File: config.mk
export PLATFORM = sky130hd
export DESIGN_NAME = pio_timing_bank
export DESIGN_NICKNAME = d
export VERILOG_FILES = /design/src/rtl/pio_bank_pkg.sv /design/src/rtl/pio_bank_ctrl.sv /design/src/rtl/pio_bank_dp.sv /design/src/rtl/pio_timing_bank.sv
export SDC_FILE = /design/constraint.sdc
export NUM_CORES = 1
export LEC_CHECK = 0
export BUFFER_PORTS_ARGS = -buffer_cell sky130_fd_sc_hd__buf_2
export CAP_MARGIN = 20
export CORE_MARGIN = 1.5
export CORE_UTILIZATION = 55
export CTS_BUF_LIST = sky130_fd_sc_hd__clkbuf_2
export CTS_CLUSTER_SIZE = 8
export DETAILED_ROUTE_END_ITERATION = 8
export PLACE_DENSITY = 0.84
export SYNTH_ARGS = -nofsm -noshare
export SYNTH_HDL_FRONTEND = slang
export SYNTH_HIERARCHICAL = 1
export SYNTH_SLANG_ARGS = --single-unit
File: constraint.sdc
create_clock -name clk -period 5.2 [get_ports clk]
set_input_delay 1.04 -clock clk [delete_from_list [all_inputs] [get_ports clk]]
set_output_delay 1.04 -clock clk [all_outputs]
set_load 0.01 [all_outputs]
File: src/rtl/pio_bank_pkg.sv
package pio_bank_pkg;
  localparam int BusW      = 8;
  localparam int OffW      = 3;
  localparam int NibW      = BusW / 2;
  localparam int ClkW      = NibW + 1;
  localparam int NumBanks  = 2;
  localparam int NumDrives = 2;
  localparam int BankW     = $clog2(NumBanks);
  localparam int FieldW    = 2;
  localparam int CntW      = FieldW + 1;

  localparam logic [OffW-1:0] OffTimRd = 3'd0;
  localparam logic [OffW-1:0] OffTimWr = 3'd1;
  localparam logic [OffW-1:0] OffLock  = 3'd2;
  localparam logic [OffW-1:0] OffCtrl  = 3'd3;
  localparam logic [OffW-1:0] OffStrap = 3'd5;
  localparam logic [OffW-1:0] OffMisc  = 3'd6;

  localparam logic [BusW-1:0] KeyOpen   = 8'h03;
  localparam logic [BusW-1:0] KeyClose  = 8'h83;
  localparam logic [BusW-1:0] IdleRead  = 8'hFF;
  localparam logic [BusW-1:0] TimReset  = 8'hFF;
  localparam logic [BusW-1:0] RegReset  = 8'h00;

  localparam int CtrlSplitBit = 0;
  localparam int CtrlBankBEn  = 7;
  localparam int MiscBankBit  = 0;
  localparam int MiscDrdyLo   = 1;
  localparam int MiscSetupLo  = 4;
  localparam int MiscPrefBit  = 6;

  typedef enum logic [2:0] {
    SelNone, SelTimRd, SelTimWr, SelCtrl, SelStrap, SelMisc
  } rd_sel_e;

  typedef struct packed {
    logic    open;
    logic    wrTimRd;
    logic    wrTimWr;
    logic    wrCtrl;
    logic    wrMisc;
    rd_sel_e rdSel;
  } strobe_t;

  function automatic logic [ClkW-1:0] activeOf(input logic [NibW-1:0] nib);
    return ClkW'(nib) + ClkW'(1);
  endfunction

  function automatic logic [ClkW-1:0] recoverOf(input logic [NibW-1:0] nib);
    return ClkW'(nib) + ClkW'(2);
  endfunction
endpackage

File: src/rtl/pio_bank_ctrl.sv
module pio_bank_ctrl
  import pio_bank_pkg::*;
(
  input  logic            clk,
  input  logic            rstN,
  input  logic [OffW-1:0] busAddr,
  input  logic            busWrEn,
  input  logic            busRdEn,
  input  logic [BusW-1:0] busWrData,
  output strobe_t         strb
);
  logic openQ;
  logic keyWrite;

  assign keyWrite = busWrEn && (busAddr == OffLock);

  always_ff @(posedge clk or negedge rstN) begin
    if (!rstN) begin
      openQ <= 1'b0;
    end else if (keyWrite) begin
      if (busWrData == KeyOpen)       openQ <= 1'b1;
      else if (busWrData == KeyClose) openQ <= 1'b0;
    end
  end

  always_comb begin
    strb       = '0;
    strb.open  = openQ;
    strb.rdSel = SelNone;
    if (openQ && busWrEn) begin
      case (busAddr)
        OffTimRd: strb.wrTimRd = 1'b1;
        OffTimWr: strb.wrTimWr = 1'b1;
        OffCtrl:  strb.wrCtrl  = 1'b1;
        OffMisc:  strb.wrMisc  = 1'b1;
        default:  ;
      endcase
    end
    if (openQ && busRdEn) begin
      case (busAddr)
        OffTimRd: strb.rdSel = SelTimRd;
        OffTimWr: strb.rdSel = SelTimWr;
        OffCtrl:  strb.rdSel = SelCtrl;
        OffStrap: strb.rdSel = SelStrap;
        OffMisc:  strb.rdSel = SelMisc;
        default:  strb.rdSel = SelNone;
      endcase
    end
  end


  lock_open_chk: assert property (@(posedge clk) disable iff (!rstN)
    (keyWrite && busWrData == KeyOpen) |=> openQ);

  lock_close_chk: assert property (@(posedge clk) disable iff (!rstN)
    (keyWrite && busWrData == KeyClose) |=> !openQ);

  lock_keep_chk: assert property (@(posedge clk) disable iff (!rstN)
    (!(keyWrite && (busWrData == KeyOpen || busWrData == KeyClose)))
      |=> (openQ == $past(openQ)));
endmodule

File: src/rtl/pio_bank_dp.sv
module pio_bank_dp
  import pio_bank_pkg::*;
(
  input  logic                            clk,
  input  logic                            rstN,
  input  strobe_t                         strb,
  input  logic [BusW-1:0]                 wrData,
  input  logic [BusW-1:0]                 strapPins,
  output logic [BusW-1:0]                 rdData,
  output logic [NumDrives-1:0][ClkW-1:0]  rdActive,
  output logic [NumDrives-1:0][ClkW-1:0]  rdRecover,
  output logic [NumDrives-1:0][ClkW-1:0]  wrActive,
  output logic [NumDrives-1:0][ClkW-1:0]  wrRecover,
  output logic [CntW-1:0]                 setupClks,
  output logic [CntW-1:0]                 drdyClks,
  output logic                            prefetchEn
);
  logic [BusW-1:0]                ctrlReg;
  logic [BusW-1:0]                miscReg;
  logic [NumBanks-1:0][BusW-1:0]  timRdReg;
  logic [NumBanks-1:0][BusW-1:0]  timWrReg;
  logic [BankW-1:0]               accBank;

  // Bank B is reachable only when the control enable bit is set.
  assign accBank = ctrlReg[CtrlBankBEn] ? BankW'(miscReg[MiscBankBit]) : '0;

  for (genvar b = 0; b < NumBanks; b++) begin : g_bank
    always_ff @(posedge clk or negedge rstN) begin
      if (!rstN) begin
        timRdReg[b] <= TimReset;
        timWrReg[b] <= TimReset;
      end else begin
        if (strb.wrTimRd && accBank == BankW'(b)) timRdReg[b] <= wrData;
        if (strb.wrTimWr && accBank == BankW'(b)) timWrReg[b] <= wrData;
      end
    end
  end

  always_ff @(posedge clk or negedge rstN) begin
    if (!rstN) begin
      ctrlReg <= RegReset;
      miscReg <= RegReset;
    end else begin
      if (strb.wrCtrl) ctrlReg <= wrData;
      if (strb.wrMisc) miscReg <= wrData;
    end
  end

  for (genvar d = 0; d < NumDrives; d++) begin : g_drive
    logic [BankW-1:0] drvBank;
    if (d == 0) begin : g_fixed
      assign drvBank = '0;
    end else begin : g_split
      assign drvBank = ctrlReg[CtrlSplitBit] ? BankW'(d) : '0;
    end
    assign rdActive[d]  = activeOf(timRdReg[drvBank][BusW-1:NibW]);
    assign rdRecover[d] = recoverOf(timRdReg[drvBank][NibW-1:0]);
    assign wrActive[d]  = activeOf(timWrReg[drvBank][BusW-1:NibW]);
    assign wrRecover[d] = recoverOf(timWrReg[drvBank][NibW-1:0]);
  end

  assign setupClks  = CntW'(miscReg[MiscSetupLo +: FieldW]) + CntW'(1);
  assign drdyClks   = CntW'(miscReg[MiscDrdyLo +: FieldW]) + CntW'(2);
  assign prefetchEn = miscReg[MiscPrefBit];

  always_comb begin
    case (strb.rdSel)
      SelTimRd: rdData = timRdReg[accBank];
      SelTimWr: rdData = timWrReg[accBank];
      SelCtrl:  rdData = ctrlReg;
      SelStrap: rdData = strapPins;
      SelMisc:  rdData = miscReg;
      default:  rdData = IdleRead;
    endcase
  end


  locked_read_chk: assert property (@(posedge clk) disable iff (!rstN)
    !strb.open |-> rdData == IdleRead);

  locked_hold_chk: assert property (@(posedge clk) disable iff (!rstN)
    !strb.open |=> ($stable(ctrlReg) && $stable(miscReg)
                    && $stable(timRdReg) && $stable(timWrReg)));

  shared_map_chk: assert property (@(posedge clk) disable iff (!rstN)
    !ctrlReg[CtrlSplitBit] |-> (rdActive[1] == rdActive[0]
      && rdRecover[1] == rdRecover[0] && wrActive[1] == wrActive[0]
      && wrRecover[1] == wrRecover[0]));

  count_range_chk: assert property (@(posedge clk) disable iff (!rstN)
    (rdActive[0] != '0) && (wrActive[1] != '0) && (rdRecover[1] >= ClkW'(2)));
endmodule

File: src/rtl/pio_timing_bank.sv
module pio_timing_bank
  import pio_bank_pkg::*;
(
  input  logic                            clk,
  input  logic                            rstN,
  input  logic [OffW-1:0]                 busAddr,
  input  logic                            busWrEn,
  input  logic                            busRdEn,
  input  logic [BusW-1:0]                 busWrData,
  output logic [BusW-1:0]                 busRdData,
  input  logic [BusW-1:0]                 strapPins,
  output logic [NumDrives-1:0][ClkW-1:0]  rdActiveClks,
  output logic [NumDrives-1:0][ClkW-1:0]  rdRecoverClks,
  output logic [NumDrives-1:0][ClkW-1:0]  wrActiveClks,
  output logic [NumDrives-1:0][ClkW-1:0]  wrRecoverClks,
  output logic [CntW-1:0]                 setupClks,
  output logic [CntW-1:0]                 drdyClks,
  output logic                            prefetchEn
);
  strobe_t strb;

  pio_bank_ctrl u_ctrl (
    .clk(clk), .rstN(rstN), .busAddr(busAddr), .busWrEn(busWrEn),
    .busRdEn(busRdEn), .busWrData(busWrData), .strb(strb)
  );

  pio_bank_dp u_dp (
    .clk(clk), .rstN(rstN), .strb(strb), .wrData(busWrData),
    .strapPins(strapPins), .rdData(busRdData),
    .rdActive(rdActiveClks), .rdRecover(rdRecoverClks),
    .wrActive(wrActiveClks), .wrRecover(wrRecoverClks),
    .setupClks(setupClks), .drdyClks(drdyClks), .prefetchEn(prefetchEn)
  );


  strap_read_chk: assert property (@(posedge clk) disable iff (!rstN)
    (strb.open && busRdEn && busAddr == OffStrap) |-> busRdData == strapPins);

  dead_offset_chk: assert property (@(posedge clk) disable iff (!rstN)
    (!busRdEn || busAddr == OffLock || busAddr == 3'd4 || busAddr == 3'd7)
      |-> busRdData == IdleRead);
endmodule

==> impl_metrics.json <==
{
  "worst_setup_path_start_kind": "input pin",
  "ios": 78,
  "slowest_delay_ns": 0.96,
  "vias": 2339,
  "first_iter_violations": 115,
  "worst_setup_path_startpoint": "busAddr[0]",
  "buffer_ports.inserted": 77,
  "first_pass_grt_wire_length_um": 11600,
  "final_max_slew_viol_count": 0,
  "max-slew-margin-rel": 0.214,
  "post_drt_via_cell_ratio": 5.78,
  "cell_internal_pwr_uw": 898,
  "hold_buffers": 0,
  "clockRootBuffer": "sky130_fd_sc_hd__clkbuf_2",
  "class_of_the_most_critical_setup_path": "in -> out",
  "dr.pass1.iters": 4,
  "dpl.cell_count": 396,
  "fp.dieW_um": 78.2,
  "post-route-drc-count": 0,
  "r2r_setup_slack_ns": 3.22,
  "max_clock_freq_ghz": 0.231,
  "initial_standard_cell_utilization_of_the_core": 0.569,
  "hold_viol_final": 0,
  "drt-total-wl_um": 6970,
  "stdcell_count": 405,
  "postCtsSetupRepairBufs": 0,
  "final.setup.tns_ns": 0,
  "endpoint_kind": "output pin",
  "post_layout_nets": 364,
  "dp.final_hpwl_um": 5020,
  "p_total_uw": 1400,
  "layout-drive-gt1-share": 0.532,
  "power.static_leakage_uw": 0.00180,
  "critPathSlowestCell": "sky130_fd_sc_hd__nor3b_2",
  "gp_congestion": 0.799,
  "coreArea_um2": 5470,
  "setup.worst_path.end": "busRdData[4]",
  "critPathTopFamily": "simple AND/OR/NAND/NOR gates",
  "count_of_mapped_cells_out_of_synthesis": 262,
  "r2r.worst_path.cells": 4,
  "share_clk_of_total_power": 0.143,
  "cts-buffers-inserted": 5,
  "post_synth_instance_area_um2": 3110,
  "data_required_time_of_the_critical_path_ns": 4.16,
  "synth.avg_cell_area_um2": 11.9,
  "pin_count_of_the_biggest_net_entering_global_routing": 50,
  "antenna_found_initial": 0,
  "worst_setup_hold_path_clk_slew_ns": 0.23,
  "period_needed_ns": 4.34,
  "num_rows": 27,
  "power_density_nw_per_um2": 391,
  "cts_tree": "done",
  "timing.critical_path.arrival_ns": 3.30,
  "power.share.combinational": 0.410,
  "maxCapViolations": 0,
  "h-tree-depth": 2,
  "seq_power_share": 0.446,
  "die_height_um": 78.2,
  "grt_usage": 0.243,
  "crit_fanout": 19,
  "yosysWarnings": 6,
  "syn_to_final_growth_pct": 15.2,
  "floorplan.die_area_um2": 6120,
  "crit_path_cell_trace": "buf_2, xnor2_1, nor3b_2, nor3_2, a221oi_1, o221ai_1, buf_2",
  "met3RoutedLength_um": 347,
  "run_status": "completed",
  "grt_pass1_vias": 2332,
  "r2r_end": "u_dp/timRdReg[7]$_DFFE_PN1P_",
  "antenna_cells_inserted": 0,
  "drt-wirelength-per-cell_um": 17.2,
  "clock-skew-final_ns": 0.00619,
  "clkSinkCount": 49,
  "hold_class": "reg -> reg",
  "post-route-period-util": 0.834,
  "met2RoutedLength_um": 3360,
  "insertion_delay_ns": 0.42,
  "grt.overflow.total": 0,
  "timing.hold.worst_path_depth": 1,
  "net-switching-power_uw": 502,
  "number_of_logic_stages_on_the_critical_path_including_buffering": 7,
  "timing_worst_slew_pin_value_ns": 1.17,
  "top_layer_used": "met4",
  "crit_path_frequent_cell": "sky130_fd_sc_hd__buf_2",
  "cts_resized": 0,
  "worst_r2r_startpoint": "u_ctrl/openQ$_DFFE_PN0P_",
  "rsz0062_at_grt": "no",
  "routedLengthMet1_um": 3150,
  "maximum_buffer_depth_of_the_clock_tree": 2,
  "power.ir.vdd_worst_mv": 0.150,
  "setup_viol": 0,
  "antenna_left": 0,
  "synthesized_netlist_net_count": 294,
  "power_switching_share": 0.359,
  "critical_path_buf_inv_count": 2
}
==> layer usage <==
layer | vias up | global-route usage
met5 | - | 0
met4 | 0 | 0.0875
met3 | 13 | 0.0442
met2 | 72 | 0.377
met1 | 1157 | 0.342
li1 | 1097 | -
==> registers in the layout, indices dropped and copies added (netlist names) <==
| signal | flops |
|---|---|
| u_dp/miscReg | 8 |
| u_dp/timRdReg | 16 |
| u_dp/ctrlReg | 8 |
| u_ctrl/openQ | 1 |
| u_dp/timWrReg | 16 |
==> power groups by stage <==
stage	Clock, uW	Combinational (uW)	Sequential, uW
floorplan	0	424	589
global placement	0	558	623
detailed placement	0	574	630
CTS	205	577	624
global route	218	630	642
finish	201	574	625
==> per-stage QoR <==
step,utilization,worst slack [ns],area [um2],hold WS [ns]
global placement,0.640,1.08,3500,0.483
global route,0.655,0.847,3580,0.564
CTS,0.651,0.945,3560,0.540
floorplan,-,1.80,3110,0.475
finish,0.655,0.863,3580,0.538
detailed placement,0.640,0.956,3500,0.496
==> final cells by class <==
cell class / count / area, um2
Fill cell: 469 / 1890
Multi-Input combinational cell: 185 / 1700
Sequential cell: 49 / 1270
Timing Repair Buffer: 80 / 420
Tap cell: 72 / 90.1
Inverter: 11 / 41.3
Clock inverter: 2 / 33.8
Clock buffer: 6 / 30.0
==> placed cells by master, fill, tap and decap left out, drive strengths merged, types with 2 or more instances in the layout <==
| master | count |
|---|---|
| dfrtp | 17 |
| and3 | 5 |
| clkbuf | 6 |
| nor3 | 2 |
| nor3b | 3 |
| nand3 | 5 |
| mux2 | 56 |
| nor2 | 6 |
| o221ai | 8 |
| mux2i | 28 |
| and2 | 4 |
| a21o | 7 |
| nand2 | 14 |
| a221oi | 7 |
| dfstp | 32 |
| buf | 80 |
| and3b | 2 |
| ha | 9 |
| o21ai | 7 |
| xnor2 | 9 |
| inv | 11 |
| xor2 | 4 |
==> worst register-to-register path: stages, from the launching register on <==
cell                      delay, ns
sky130_fd_sc_hd__dfrtp_1       0.44
sky130_fd_sc_hd__and3b_2       0.21
sky130_fd_sc_hd__nor3b_1       0.34
sky130_fd_sc_hd__and2_1        0.59
sky130_fd_sc_hd__mux2_4        0.35
==> worst min path at each step <==
stage                                      startpoint                     endpoint  slack, ns
after floorplan           u_dp/miscReg[7]$_DFFE_PN0P_  u_dp/miscReg[7]$_DFFE_PN0P_       0.47
after global placement    u_dp/miscReg[7]$_DFFE_PN0P_  u_dp/miscReg[7]$_DFFE_PN0P_       0.48
after detailed placement  u_dp/miscReg[7]$_DFFE_PN0P_  u_dp/miscReg[7]$_DFFE_PN0P_       0.50
after CTS                 u_dp/miscReg[7]$_DFFE_PN0P_  u_dp/miscReg[7]$_DFFE_PN0P_       0.54
after global routing      u_dp/miscReg[7]$_DFFE_PN0P_  u_dp/miscReg[7]$_DFFE_PN0P_       0.56
final                     u_dp/miscReg[7]$_DFFE_PN0P_  u_dp/miscReg[7]$_DFFE_PN0P_       0.54
Note: power is estimated with default switching activity, not from simulation.
